--- src/rtl/regwin_pkg.sv ---
package regwin_pkg;
   typedef enum logic [1:0] {
      ST_OK    = 2'd0,
      ST_UNSUP = 2'd1,
      ST_ABORT = 2'd2
   } cpl_st_e;

   localparam int unsigned OFS_CMD   = 12'h004;
   localparam int unsigned OFS_BASLO = 12'h010;
   localparam int unsigned OFS_BASHI = 12'h014;
   localparam int unsigned OFS_DSTAT = 12'h070;
   localparam int unsigned OFS_CTRL  = 12'h660;
   localparam int unsigned OFS_UESTA = 12'hFB8;

   localparam int unsigned BIT_MEMEN   = 1;
   localparam int unsigned BIT_BAROFF  = 25;
   localparam int unsigned BIT_UE_CA   = 15;
   localparam int unsigned BIT_UE_UR   = 20;
   localparam int unsigned BIT_DS_NF   = 17;
   localparam int unsigned BIT_DS_UR   = 19;
endpackage

--- src/rtl/regwin_decode.sv ---
module regwin_decode #(
   parameter int unsigned ADDR_W   = 64,
   parameter int unsigned LEN_W    = 10,
   parameter int unsigned WIN_BITS = 17,
   parameter int unsigned DEV_LO   = 12'h600,
   parameter int unsigned DEV_HI   = 12'h800
) (
   input  logic                  is_mem,
   input  logic                  addr64,
   input  logic [ADDR_W-1:0]     addr,
   input  logic [LEN_W-1:0]      len,
   input  logic                  mem_en,
   input  logic                  win_off,
   input  logic [31:WIN_BITS]    base_lo,
   input  logic                  base_is64,
   input  logic [31:0]           base_hi,
   output logic                  claim,
   output logic                  unsup,
   output logic                  overlen,
   output logic                  in_space,
   output logic                  dev_spec,
   output logic [9:0]            idx
);
   localparam int unsigned HI_W = ADDR_W - 32;

   logic            lo_match;
   logic            hi_zero;
   logic            gate_on;
   logic [1:0]      unused_lsb;

   assign unused_lsb = addr[1:0];
   assign lo_match   = (addr[31:WIN_BITS] == base_lo);
   assign hi_zero    = (base_hi == 32'd0);
   assign gate_on    = mem_en && !win_off;

   always_comb begin
      claim = 1'b0;
      unsup = 1'b0;
      if (!is_mem) begin
         claim = 1'b1;
      end else if (gate_on && lo_match) begin
         if (!addr64) begin
            claim = !base_is64 || hi_zero;
         end else if (base_is64) begin
            if (hi_zero) begin
               claim = 1'b1;
               unsup = 1'b1;
            end else if (addr[ADDR_W-1:32] == base_hi[HI_W-1:0]) begin
               claim = 1'b1;
            end
         end
      end
   end

   assign overlen  = (len != LEN_W'(1));
   assign in_space = !is_mem || (addr[WIN_BITS-1:12] == '0);
   assign dev_spec = (32'(addr[11:0]) >= DEV_LO) && (32'(addr[11:0]) < DEV_HI);
   assign idx      = addr[11:2];
endmodule

--- src/rtl/regwin_regs.sv ---
module regwin_regs
   import regwin_pkg::*;
#(
   parameter int unsigned WIN_BITS  = 17,
   parameter int unsigned SCR_WORDS = 16,
   parameter int unsigned DEV_LO    = 12'h600
) (
   input  logic                  clk,
   input  logic                  rst_n,
   input  logic                  wr_en,
   input  logic                  rd_en,
   input  logic [9:0]            idx,
   input  logic [3:0]            be,
   input  logic [31:0]           wdata,
   input  logic                  set_ca,
   input  logic                  set_ur,
   output logic [31:0]           rdata,
   output logic                  mem_en,
   output logic                  win_off,
   output logic [31:WIN_BITS]    base_lo,
   output logic                  base_is64,
   output logic [31:0]           base_hi,
   output logic                  flag_ca,
   output logic                  flag_ur
);
   localparam logic [9:0] I_CMD   = 10'(OFS_CMD   >> 2);
   localparam logic [9:0] I_BASLO = 10'(OFS_BASLO >> 2);
   localparam logic [9:0] I_BASHI = 10'(OFS_BASHI >> 2);
   localparam logic [9:0] I_DSTAT = 10'(OFS_DSTAT >> 2);
   localparam logic [9:0] I_CTRL  = 10'(OFS_CTRL  >> 2);
   localparam logic [9:0] I_UESTA = 10'(OFS_UESTA >> 2);
   localparam int unsigned SCR_BASE = DEV_LO >> 2;

   logic [31:0] wm;
   logic [31:0] bem;
   logic [1:0]  cmd_q;
   logic        ds_nf_q, ds_ur_q;
   logic [31:0] scr [SCR_WORDS];
   logic [31:0] rd_raw;
   logic        clr_ue, clr_ds;

   assign wm  = {{8{be[3]}}, {8{be[2]}}, {8{be[1]}}, {8{be[0]}}};
   assign bem = wm;
   assign mem_en = cmd_q[BIT_MEMEN-1];

   always_ff @(posedge clk) begin
      if (!rst_n) begin
         cmd_q     <= 2'b00;
         base_lo   <= '0;
         base_is64 <= 1'b0;
         base_hi   <= 32'd0;
         win_off   <= 1'b0;
      end else if (wr_en) begin
         case (idx)
            I_CMD:   if (be[0]) cmd_q <= wdata[2:1];
            I_BASLO: begin
               base_lo <= (base_lo & ~wm[31:WIN_BITS]) | (wdata[31:WIN_BITS] & wm[31:WIN_BITS]);
               if (be[0]) begin
                  base_is64 <= wdata[2];
                  if (!wdata[2]) base_hi <= 32'd0;
               end
            end
            I_BASHI: if (base_is64) base_hi <= (base_hi & ~wm) | (wdata & wm);
            I_CTRL:  if (be[3]) win_off <= wdata[BIT_BAROFF];
            default: ;
         endcase
      end
   end

   assign clr_ue = wr_en && (idx == I_UESTA);
   assign clr_ds = wr_en && (idx == I_DSTAT);

   always_ff @(posedge clk) begin
      if (!rst_n) begin
         flag_ca <= 1'b0;
         flag_ur <= 1'b0;
         ds_nf_q <= 1'b0;
         ds_ur_q <= 1'b0;
      end else begin
         flag_ca <= set_ca | (flag_ca & ~(clr_ue & wm[BIT_UE_CA] & wdata[BIT_UE_CA]));
         flag_ur <= set_ur | (flag_ur & ~(clr_ue & wm[BIT_UE_UR] & wdata[BIT_UE_UR]));
         ds_nf_q <= set_ca | (ds_nf_q & ~(clr_ds & wm[BIT_DS_NF] & wdata[BIT_DS_NF]));
         ds_ur_q <= set_ur | (ds_ur_q & ~(clr_ds & wm[BIT_DS_UR] & wdata[BIT_DS_UR]));
      end
   end

   for (genvar w = 0; w < SCR_WORDS; w++) begin : g_scr
      always_ff @(posedge clk) begin
         if (!rst_n) begin
            scr[w] <= 32'd0;
         end else if (wr_en && idx == 10'(SCR_BASE + w)) begin
            for (int b = 0; b < 4; b++) begin
               if (be[b]) scr[w][b*8 +: 8] <= wdata[b*8 +: 8];
            end
         end
      end
   end

   always_comb begin
      rd_raw = 32'd0;
      case (idx)
         I_CMD:   rd_raw = {29'd0, cmd_q, 1'b0};
         I_BASLO: rd_raw = {base_lo, {(WIN_BITS-4){1'b0}}, 1'b0, base_is64, 2'b00};
         I_BASHI: rd_raw = base_hi;
         I_DSTAT: begin
            rd_raw[BIT_DS_NF] = ds_nf_q;
            rd_raw[BIT_DS_UR] = ds_ur_q;
         end
         I_CTRL:  rd_raw[BIT_BAROFF] = win_off;
         I_UESTA: begin
            rd_raw[BIT_UE_CA] = flag_ca;
            rd_raw[BIT_UE_UR] = flag_ur;
         end
         default: begin
            for (int w = 0; w < SCR_WORDS; w++) begin
               if (idx == 10'(SCR_BASE + w)) rd_raw = scr[w];
            end
         end
      endcase
   end

   assign rdata = rd_en ? (rd_raw & bem) : 32'd0;

   // high base word held at zero under the 32-bit type
   a_r3_hi_zero_in_32: assert property (@(posedge clk) disable iff (!rst_n)
      !base_is64 |-> (base_hi == 32'd0));
endmodule

--- src/rtl/regwin_gate.sv ---
module regwin_gate
   import regwin_pkg::*;
#(
   parameter int unsigned ADDR_W    = 64,
   parameter int unsigned LEN_W     = 10,
   parameter int unsigned WIN_BITS  = 17,
   parameter int unsigned SCR_WORDS = 16,
   parameter int unsigned DEV_LO    = 12'h600,
   parameter int unsigned DEV_HI    = 12'h800
) (
   input  logic               clk,
   input  logic               rst_n,
   input  logic               req_valid,
   input  logic               req_is_mem,
   input  logic               req_is_write,
   input  logic               req_addr64,
   input  logic [ADDR_W-1:0]  req_addr,
   input  logic [LEN_W-1:0]   req_len,
   input  logic [3:0]         req_be,
   input  logic [31:0]        req_wdata,
   output logic               cpl_valid,
   output logic [1:0]         cpl_status,
   output logic [31:0]        cpl_rdata
);
   if (WIN_BITS < 13 || WIN_BITS > 31) begin : g_bad_win
      $error("WIN_BITS must lie in 13..31");
   end
   if (ADDR_W != 64) begin : g_bad_addr
      $error("ADDR_W must be 64");
   end
   if (LEN_W < 2) begin : g_bad_len
      $error("LEN_W must be at least 2");
   end
   if (DEV_HI <= DEV_LO || DEV_HI > 12'hFB8 || SCR_WORDS * 4 > DEV_HI - DEV_LO
       || DEV_LO + SCR_WORDS * 4 > OFS_CTRL) begin : g_bad_dev
      $error("device-specific range does not fit");
   end

   logic                  claim, unsup, overlen, in_space, dev_spec;
   logic [9:0]            idx;
   logic                  mem_en, win_off, base_is64, flag_ca, flag_ur;
   logic [31:WIN_BITS]    base_lo;
   logic [31:0]           base_hi, rdata;
   logic                  acc, blocked, wr_en, rd_en, set_ca, set_ur;

   regwin_decode #(
      .ADDR_W(ADDR_W), .LEN_W(LEN_W), .WIN_BITS(WIN_BITS),
      .DEV_LO(DEV_LO), .DEV_HI(DEV_HI)
   ) u_dec (
      .is_mem(req_is_mem), .addr64(req_addr64), .addr(req_addr), .len(req_len),
      .mem_en(mem_en), .win_off(win_off), .base_lo(base_lo),
      .base_is64(base_is64), .base_hi(base_hi),
      .claim(claim), .unsup(unsup), .overlen(overlen),
      .in_space(in_space), .dev_spec(dev_spec), .idx(idx)
   );

   assign acc     = req_valid && claim && !unsup;
   assign blocked = (!req_is_mem && dev_spec) || !in_space;
   assign wr_en   = acc && req_is_write && !overlen && !blocked;
   assign rd_en   = acc && !req_is_write && !blocked;
   assign set_ca  = acc && overlen;
   assign set_ur  = req_valid && claim && unsup;

   regwin_regs #(
      .WIN_BITS(WIN_BITS), .SCR_WORDS(SCR_WORDS), .DEV_LO(DEV_LO)
   ) u_regs (
      .clk(clk), .rst_n(rst_n), .wr_en(wr_en), .rd_en(rd_en), .idx(idx),
      .be(req_be), .wdata(req_wdata), .set_ca(set_ca), .set_ur(set_ur),
      .rdata(rdata), .mem_en(mem_en), .win_off(win_off), .base_lo(base_lo),
      .base_is64(base_is64), .base_hi(base_hi),
      .flag_ca(flag_ca), .flag_ur(flag_ur)
   );

   always_ff @(posedge clk) begin
      if (!rst_n) begin
         cpl_valid  <= 1'b0;
         cpl_status <= ST_OK;
         cpl_rdata  <= 32'd0;
      end else begin
         cpl_valid  <= req_valid && claim;
         cpl_status <= unsup ? ST_UNSUP : (overlen ? ST_ABORT : ST_OK);
         cpl_rdata  <= rdata;
      end
   end

   // no completion without a request
   a_r12_idle_quiet: assert property (@(posedge clk) disable iff (!rst_n)
      !req_valid |=> !cpl_valid);
   // memory decode gated by command and disable control
   a_r7_gate_off: assert property (@(posedge clk) disable iff (!rst_n)
      (req_valid && req_is_mem && (!mem_en || win_off)) |=> !cpl_valid);
   // over-length claimed request ends in abort
   a_r9_overlen_abort: assert property (@(posedge clk) disable iff (!rst_n)
      (req_valid && claim && !unsup && overlen) |=> (cpl_valid && cpl_status == ST_ABORT));
   // abort completion finds its status bit set
   a_r9_abort_flagged: assert property (@(posedge clk) disable iff (!rst_n)
      (cpl_valid && cpl_status == ST_ABORT) |-> flag_ca);
   // unsupported completion finds its status bit set
   a_r6_unsup_flagged: assert property (@(posedge clk) disable iff (!rst_n)
      (cpl_valid && cpl_status == ST_UNSUP) |-> flag_ur);
endmodule

--- config.mk ---
export PLATFORM = sky130hd
export DESIGN_NAME = regwin_gate
export DESIGN_NICKNAME = d
export VERILOG_FILES = /design/src/rtl/regwin_pkg.sv /design/src/rtl/regwin_decode.sv /design/src/rtl/regwin_regs.sv /design/src/rtl/regwin_gate.sv
export SDC_FILE = /design/constraint.sdc
export NUM_CORES = 1
export LEC_CHECK = 0
export ABC_AREA = 1
export BUFFER_PORTS_ARGS = -buffer_cell sky130_fd_sc_hd__buf_2
export CORE_UTILIZATION = 45
export DETAILED_ROUTE_END_ITERATION = 12
export SLEW_MARGIN = 20
export SYNTH_ARGS = -nofsm -noshare
export SYNTH_HDL_FRONTEND = slang
export SYNTH_HIERARCHICAL = 1
export SYNTH_SLANG_ARGS = --single-unit
--- constraint.sdc ---
create_clock -name clk -period 3 [get_ports clk]
set_clock_uncertainty 0.15 [all_clocks]
set_input_delay 0.15 -clock clk [delete_from_list [all_inputs] [get_ports clk]]
set_output_delay 0.15 -clock clk [all_outputs]
set_load 0.02 [all_outputs]
### Yosys cells after proc, flatten, opt, wreduce, memory -nomap -nowiden

Memory sizes are Yosys's and may differ from the RTL's.
Index checks and enable logic that the tools add are counted.
W data, S select, Z words.

* bitwise gates (word level): 93
* shift-type cells: 0
* multiply operators: 0
* eq/ne operators: 28
* reductions and logical operators: 59
* $lt $le $gt $ge: 2
* add/subtract/negate cells: 0
* div/mod/pow operators: 0
* multiplexer cells: 304

Operators with widths (count)
* $mux W32: 19
* $mux W8: 64
* $mux W1: 209
* $eq A10 B9 Y1 const B: 17
* $and A32 B32 Y32: 3
* $or A1 B1 Y1: 68
* $pmux W32 S2: 1
* $pmux W15 S4: 1
* $eq A32 B32 Y1: 1
* $logic_not A32 Y1: 1
* $not A32 Y32: 1
* $or A32 B32 Y32: 1
* $logic_and A1 B1 Y1: 31
* $and A15 B15 Y15: 2
* $eq A10 B3 Y1 const B: 2
* $pmux W6 S3: 1
* $pmux W1 S4: 4
* $eq A15 B15 Y1: 1
* $not A15 Y15: 1
* $or A15 B15 Y15: 1
* $ge A12 B11 Y1 const B: 1
* $lt A12 B12 Y1 const B: 1
* $pmux W4 S3: 1
* $reduce_or A3 Y1: 4
* other kinds (21): 50

* latch bits: 0
* bits in writable memories: 512
* input bits: 116
* bits in registers: 90
* logic and storage cells: 500
* output and inout bits: 35
* memories: 1
* ROM bits: 0

Memories
* u_regs.scr: words 16, width 32, read ports 16, clocked after memory_dff 0, write ports 16, line regwin_regs.sv:38 `logic [31:0] scr [SCR_WORDS];`

### Longest topological paths before layout

Gate-level depths: netlist of run 1.

* word-level depth: 19
* gate-level depth with buffers: 26
* mapped depth without buffers: 25

### Hierarchy

Netlist of run 1, hierarchy kept.

Modules (own cells, without submodules)
* regwin_regs: instances 1, sequential area each 16475.8 sq um, cells an instance 2601, area each 25196.7 sq um
* regwin_gate: instances 1, sequential area each 700.7 sq um, cells an instance 122, area each 1099.8 sq um
* regwin_decode: instances 1, sequential area each 0.0 sq um, cells an instance 239, area each 1092.3 sq um

### Worst setup path before layout of run 1

Ideal clock, no wire load.

* path type: register to register
* from: register u_regs.base_hi[15]
* to: memory u_regs.scr[3][24], in the netlist u_regs/scr[0][120], enable pin
* data arrival time: 2.461 ns
* data required time: 2.466 ns
* slack: 0.005 ns
* path buffers: 1
* clock period less this slack: 2.995 ns
* cell stages (with the launch flop): 20
* setup time: 0.384 ns
* path through: dfxtp_1 -> inv_1 -> nand2_1 -> nand2_1 -> inv_1 -> nand2_1 -> nor2_1 -> nand2_1 -> nor2_1 -> nand3_1 -> nand2_1 -> nand2_1 -> nand2_1 -> nand2_1 -> inv_1 -> nand3_1 -> nor2_1 -> nand2_1 -> clkbuf_1 -> o21ai_0

RTL lines
* start, declared: line regwin_regs.sv:22 `output logic [31:0] base_hi,`
* start signal, assigned: line regwin_regs.sv:63 `I_BASHI: if (base_is64) base_hi <= (base_hi & ~wm) | (wdata & wm);`
* end, declared: line regwin_regs.sv:38

### Worst setup path in the final report of run 1

* from: register u_regs.base_hi[30]
* to: register u_regs.base_hi[15]

* cells in the longest elaborated chain, start to end: 13
* elaborated cells between the ends (all ways): 21
* those cells by class: 1 x eq/ne; 11 x mux; 9 x reduce/logical

Ends and longest elaborated chain
* $eq A32 B32 Y1: line regwin_decode.sv:48 `end else if (addr[ADDR_W-1:32] == base_hi[HI_W-1:0]) begin`
* $mux W1: line regwin_decode.sv:48
* $mux W1: line regwin_decode.sv:45 `if (hi_zero) begin`
* $mux W1: line regwin_decode.sv:44 `end else if (base_is64) begin`
* $mux W1 *: line regwin_decode.sv:42 `if (!addr64) begin`
* $mux W1 *: line regwin_decode.sv:41 `end else if (gate_on && lo_match) begin`
* $mux W1 *: line regwin_decode.sv:39 `if (!is_mem) begin`
* named net claim: line regwin_gate.sv:39 `logic claim, unsup, overlen, in_space, dev_spec;`
* $logic_and A1 B1 Y1 * (2 in series): line regwin_gate.sv:57 `assign acc = req_valid && claim && !unsup;`
* $logic_and A1 B1 Y1 * (3 in series): line regwin_gate.sv:59 `assign wr_en = acc && req_is_write && !overlen && !blocked;`
* named net wr_en: line regwin_gate.sv:44 `logic acc, blocked, wr_en, rd_en, set_ca, set_ur;`
* $reduce_and A5 Y1 (no line) *

Mark *: on every way through the listed nets, which the timed path passes. The rest lies on a longest branch.
A chain may end at the register's enable or synchronous reset.

==> impl_metrics.py, run 1 <==
metrics = {
    "synthesis": {
        "async_flop_share_pct": 0,
        "syn-cell-area_sq_um": 27400,
        "synth_top_family_by_area": "simple AND/OR/NAND/NOR gates",
        "synth-compound-area-share_pct": 7.20,
        "synth_edf_count": 512,
        "syn_nets": 3078,
        "netlist.area_leader.share_pct": 56.1,
        "synth.area.top_cells": "edfxtp_1, nor2_1, nand2_1",
        "synthCells": 2962,
        "synth_xor_area_share_pct": 0.480,
        "synth_cell_types": 47,
        "synth_ff_type": "edfxtp_1",
        "ys_ff_latch": 602,
        "postSynthAreaPerCell_sq_um": 9.25,
        "muxShareOfSynthArea_pct": 0,
        "ys_warn_count": 6,
        "synth_simple_gate_area_share_pct": 24.0,
        "synthAdderAreaFrac_pct": 0,
        "synth-seq-area-share_pct": 62.7,
        "yosys.area.top_type": "edfxtp_1",
    },
    "place": {
        "place_inst": 3951,
        "post-dp-hpwl_um": 60500,
        "gp_congestion": 0.912,
        "place_area_sq_um": 30300,
        "portBuffers": 148,
    },
    "final_layout": {
        "finalInstanceArea_sq_um": 33800,
        "final_common_cell": "nor2_1",
        "final_cell_mix": "nor2_1, nand2_1, edfxtp_1",
        "fin_util_pct": 56.1,
        "nNetsFinal": 3397,
        "fill_cells": 5386,
        "n_antenna_cell": 0,
        "area_growth_pct": 23.3,
        "drive_gt1_share_pct": 21.4,
        "final_cells": 4114,
    },
    "timing": {
        "maxSlewViolCount": 0,
        "max_freq_mhz": 321,
        "tightest_slew_ns": 1.02,
        "hold_slack_ns": 0.0312,
        "setup_slack_ns": -0.114,
        "rsz0062_at_grt": "yes",
        "fin_crit_ns": 3.11,
        "final.period_utilization_pct": 104,
        "finalHoldViolCount": 0,
        "maxSlewHeadroom_pct": 31.5,
        "setup-violations-final": 614,
    },
    "worst_setup_path": {
        "arrival_ns": 3.44,
        "path_class": "reg2reg",
        "end_kind": "register",
        "cp_max_fo": 8,
        "crit_path_start_kind": "register",
        "worstRegToRegCells": 20,
        "required_ns": 3.32,
    },
    "clocking": {
        "htree_levels": 3,
        "clock_sinks": 602,
        "numCtsBuffers": 66,
        "cts_buffer_depth": 3,
        "cts-root-buf": "clkbuf_16",
        "cts_tree": "built",
        "cts.clk_slew.worst_paths_ns": 0.06,
        "clkLatencyLatePin_ns": 0.61,
    },
    "min_path": {
        "hp-class": "in2reg",
        "hold_path_depth": 3,
    },
    "routing": {
        "drc": 0,
        "drt_iter0_markers": 2241,
        "firstDrtPassIters": 7,
        "wl_um": 83600,
        "num_vias": 22500,
        "antenna_left": 0,
        "wl_per_cell_um": 20.3,
        "via_per_inst": 5.46,
    },
    "floorplanning": {
        "start_util_pct": 45.5,
        "die_x_um": 249,
        "coreArea_sq_um": 60200,
        "die_area_sq_um": 61900,
        "fp.dieH_um": 249,
        "rows": 90,
        "ios": 151,
    },
    "global_route": {
        "grt_pass1_vias": 22000,
        "overflow": 0,
        "grt_pass1_wl_um": 127000,
        "antenna_found_initial": 1,
        "grt_max_degree": 84,
        "track_usage_pct": 26.8,
    },
    "power_and_ir_drop": {
        "total_power_mw": 18.1,
        "ir_worst_vdd_uv": 525,
        "power_density_nw_per_um2": 536,
        "p_leak_nw": 13.0,
    },
    "run_status": {
        "status": "complete, but fails checks",
        "violations": "negative setup slack",
    },
    "job": {
        "drv_cap": 0,
    },
}
[per-layer routing]
layer	vias up	global-route usage, %	share of wire, %
li1	10500	-	-
met1	10900	36.5	42
met2	940	44.4	48
met3	121	4.26	7.7
met4	2	7.61	2.3
met5	-	0	0.017
[critical path, cell delays in order, from the launching register on]
cell	delay, ns
dfxtp_2	0.35
xnor2_1	0.20
buf_4	0.17
nand3_1	0.17
nor2_2	0.15
nand3_2	0.09
nand2_1	0.08
nand2_1	0.06
nand2_1	0.06
nand2_1	0.06
inv_1	0.06
nand3_2	0.08
nor2_2	0.12
buf_6	0.14
o21ai_4	0.07
a211oi_2	0.27
inv_2	0.12
o21ai_4	0.18
buf_12	0.17
clkbuf_16	0.17
a311oi_1	0.05
[registers in the layout, summed over array words and instances (netlist names), named ones only]
signal	cells
u_regs/ds_ur_q	1
cpl_rdata	32
u_regs/flag_ur	1
u_regs/flag_ca	1
u_regs/win_off	1
u_regs/cmd_q	2
cpl_status	2
cpl_valid	1
u_regs/base_is64	1
u_regs/scr	512
u_regs/base_hi	32
u_regs/ds_nf_q	1
[where the power goes]
part / internal, mW / switching (mW)
registers: 9.40 / 0.100
logic: 0.241 / 0.595
clock network: 4.46 / 3.32
[metrics by stage]
stage	TNS [ns]	setup slack [ns]
global route	-160.62	-0.255
floorplan	0	0.00479
CTS	-0.201	-0.0282
detailed placement	-158.72	-0.326
finish	-27.26	-0.114
global placement	-184.92	-0.301
[path summary, 6_finish.rpt]
kind	startpoint	end	slack (ns)
max	u_regs/base_hi[30]	u_regs/base_hi[15]	-0.11
min	req_wdata[13]	u_regs/base_hi[13]	0.03
max reg2reg	u_regs/base_hi[30]	u_regs/base_hi[15]	-0.11
min reg2reg	u_regs/cmd_q[1]	u_regs/cmd_q[1]	0.32
[logic make-up after synthesis]
group                  Yosys count
AO/OA/AOI/OAI                  361
flip-flops                     602
AND/OR/NAND/NOR               1603
buffers and inverters          381
XOR/XNOR                        15
[synth_stat cells (2+ instances only)]
cell type / number
a311oi_1: 2
or2_2: 10
clkbuf_1: 102
nand2_1: 581
xnor2_1: 7
a211oi_1: 30
a31oi_1: 5
buf_1: 8
a21oi_1: 154
nor2_2: 8
o21ai_1: 8
a22oi_1: 3
clkinv_1: 34
a221oi_1: 2
xor2_1: 8
o22ai_1: 5
inv_1: 183
o21ai_0: 137
buf_6: 3
nor2_1: 745
nand2_2: 16
nor3_1: 7
nand3_2: 2
nand4_1: 63
inv_2: 21
o211ai_1: 8
edfxtp_1: 512
buf_4: 15
nor2_4: 3
nor4_1: 6
nand3_1: 153
nor3_2: 4
dfxtp_1: 90
buf_2: 14
[area by class of cell]
class	instances	area, sq um	share of cell area, %
timing repair buffer	394	3050	9.04
tap	782	978	2.90
sequential	602	17200	50.9
clock inverter	40	320	0.949
clock buffer	79	1720	5.10
multi-input combinational	1979	9610	28.4
inverter	238	897	2.66
[what timing repair did]
action | 4_1_cts | 5_1_grt
setup endpoints to repair | 1078 | 1082
pin swaps | 2 | 15
gates cloned | 0 | 4
gates resized for setup | 21 | 211
hold buffers | 29 | 0
setup buffers | 0 | 11
hold endpoints to repair | 74 | 0
(Power assumes the default switching activity.)
==> run 2: changes to the inputs <==
--- a/config.mk
+++ b/config.mk
@@ -7,8 +7,10 @@
 export LEC_CHECK = 0
 export ABC_AREA = 1
 export BUFFER_PORTS_ARGS = -buffer_cell sky130_fd_sc_hd__buf_2
-export CORE_UTILIZATION = 45
+export CORE_UTILIZATION = 50
 export DETAILED_ROUTE_END_ITERATION = 12
+export GPL_ROUTABILITY_DRIVEN = 0
+export PLACE_DENSITY = 0.7
 export SLEW_MARGIN = 20
 export SYNTH_ARGS = -nofsm -noshare
 export SYNTH_HDL_FRONTEND = slang
==> run 2 against run 1 <==
The flow still finishes with violations (negative setup slack). Highest routed layer is now met4. Sequential power hardly changed. Core utilization is 6.4 points higher. Combinational power is 3.2% higher. Non-clock buffer count is 17 lower.
==> impl_metrics.py, run 2 (synthesized netlist as in run 1, its figures left out) <==
metrics = {
    "routing": {
        "wl_um": 82100,
        "antenna_left": 0,
        "num_vias": 22900,
        "firstDrtPassIters": 7,
        "drc": 0,
        "wl_per_cell_um": 20.5,
        "via_per_inst": 5.73,
        "drt_iter0_markers": 2741,
    },
    "power_and_ir_drop": {
        "p_leak_nw": 12.8,
        "p_clk_share_pct": 40.1,
        "swShare_pct": 22.2,
        "power_density_nw_per_um2": 514,
        "switching_power_mw": 3.85,
        "total_power_mw": 17.3,
        "seqPwrFrac_pct": 54.9,
        "p_comb_share_pct": 5.0,
        "internal_power_mw": 13.5,
        "ir_worst_vdd_uv": 512,
    },
    "floorplanning": {
        "die_area_sq_um": 55700,
        "ios": 151,
        "start_util_pct": 50.8,
        "rows": 85,
        "fp.dieH_um": 236,
        "coreArea_sq_um": 53900,
        "die_x_um": 236,
    },
    "final_layout": {
        "largest_reg_flops": 512,
        "fill_cells": 4242,
        "final_cells": 4002,
        "regMostFlops": "u_regs/scr",
        "area_growth_pct": 23.0,
        "final_common_cell": "nor2_1",
        "reg_top3": "u_regs/scr: 512 flops, cpl_rdata: 32 flops, u_regs/base_hi: 32 flops",
        "drive_gt1_share_pct": 22.8,
        "final_cell_mix": "nor2_1, nand2_1, edfxtp_1",
        "fin_util_pct": 62.5,
        "nNetsFinal": 3373,
        "finalInstanceArea_sq_um": 33700,
    },
    "clocking": {
        "cts_buffer_depth": 3,
        "htree_levels": 2,
        "clock_sinks": 602,
        "cts_tree": "built",
        "numCtsBuffers": 59,
        "clkLatencyLatePin_ns": 0.64,
        "cts-root-buf": "clkbuf_16",
        "cts.clk_slew.worst_paths_ns": 0.07,
    },
    "global_route": {
        "grt_pass1_wl_um": 122000,
        "track_usage_pct": 28.6,
        "grt_pass1_vias": 21900,
        "grt_max_degree": 69,
        "overflow": 0,
        "antenna_found_initial": 0,
    },
    "worst_setup_path": {
        "worstRegToRegCells": 25,
        "cpMostUsedCell": "nand2_1",
        "reg2reg_to": "u_regs/base_hi[27]",
        "arrival_ns": 3.47,
        "end_kind": "register",
        "critPathTopFamily": "simple AND/OR/NAND/NOR gates",
        "crit_path_start_kind": "register",
        "r2r_slack_ns": -0.14,
        "cpPeakStageDelay_ns": 0.40,
        "path_class": "reg2reg",
        "required_ns": 3.33,
        "crit-reg2reg-launch": "u_regs/base_hi[15]",
        "cp_slowest_cell": "dfxtp_4",
        "cp_max_fo": 8,
        "path_buf_inv": 8,
    },
    "timing": {
        "maxSlewViolCount": 0,
        "final.period_utilization_pct": 105,
        "setup_slack_ns": -0.135,
        "rsz0062_at_grt": "yes",
        "setup-violations-final": 424,
        "hold_slack_ns": 0.0352,
        "tightest_slew_ns": 1.04,
        "max_freq_mhz": 319,
        "fin_crit_ns": 3.14,
        "finalHoldViolCount": 0,
        "maxSlewHeadroom_pct": 30.3,
        "tns_ns": -14.07,
    },
    "job": {
        "drv_cap": 0,
    },
    "place": {
        "post-dp-hpwl_um": 57100,
        "place_ws_ns": -0.229,
        "portBuffers": 148,
        "place_area_sq_um": 30000,
        "place_inst": 3841,
    },
    "min_path": {
        "holdPathEnd": "u_regs/base_hi[7]",
        "hp-class": "in2reg",
        "hold_path_depth": 3,
        "min_from": "req_wdata[7]",
    },
    "run_status": {
        "violations": "negative setup slack",
        "status": "complete, but fails checks",
    },
}
==> run 2: cell count changes in the layout (fill, tap and decap cells not counted), sizes merged <==
cell         change
dlygate4sd3      +5
buf             -25
diode            +1
clkinv           +7
bufinv           -2
clkinvlp         +1
clkbuf           -8
inv              -5
==> run 2: worst max path at each step <==
stage | from | endpoint | slack [ns] | cells past startpoint
after floorplan | u_regs/base_hi[15] | u_regs/scr[0][120] | 0.005 | 19
after global placement | u_regs/base_hi[15] | u_regs/base_hi[16] | -0.20 | 23
after detailed placement | u_regs/base_hi[15] | u_regs/base_hi[4] | -0.23 | 23
after CTS | u_regs/base_hi[3] | u_regs/scr[1][205] | -0.01 | 21
after global routing | u_regs/base_hi[13] | u_regs/base_hi[27] | -0.26 | 25
final | u_regs/base_hi[15] | u_regs/base_hi[27] | -0.14 | 25
==> run 2: layout make-up <==
type | instances | area, sq um | area share [%]
inverter | 238 | 901 | 2.67
antenna | 1 | 2.50 | 0.00743
clock inverter | 41 | 254 | 0.754
sequential | 602 | 17200 | 51.1
clock buffer | 68 | 1530 | 4.55
tap | 696 | 871 | 2.59
timing repair buffer | 377 | 3040 | 9.04
multi-input combinational | 1979 | 9880 | 29.3
==> run 2: layer usage <==
layer  vias to the layer above  global-route usage [%]  wire, um
met5                         -                       0         0
met4                         0                    10.2      2760
met3                       204                    5.65      9160
met2                      1396                    46.7     38900
met1                     10800                    38.0     31400
li1                      10500                       -         -
==> run 2: what timing repair did <==
item                                   4_1_cts  5_1_grt
endpoints found under the hold margin      138        0
pin swaps                                    2       21
setup buffers                                4        5
setup endpoints to repair                  904     1096
gates resized for setup                     31      320
gates cloned                                 1        7
hold buffers                                34        0
==> run 2: worst register-to-register path, delay by kind of cell, from the launching register on <==
family / cells / cell delay [ns]
AOI/OAI and AO/OA: 3 / 0.43
buffers and inverters: 8 / 0.83
and+or+nand+nor: 14 / 1.17
DFF: 1 / 0.40
==> run 2: power groups by stage <==
stage / registers, mW / clock network [mW] / logic (mW)
floorplan: 9.65 / 0 / 0.358
global placement: 9.66 / 0 / 0.712
detailed placement: 9.67 / 0 / 0.728
CTS: 9.50 / 7.03 / 0.776
global route: 9.53 / 7.31 / 0.909
finish: 9.50 / 6.94 / 0.864
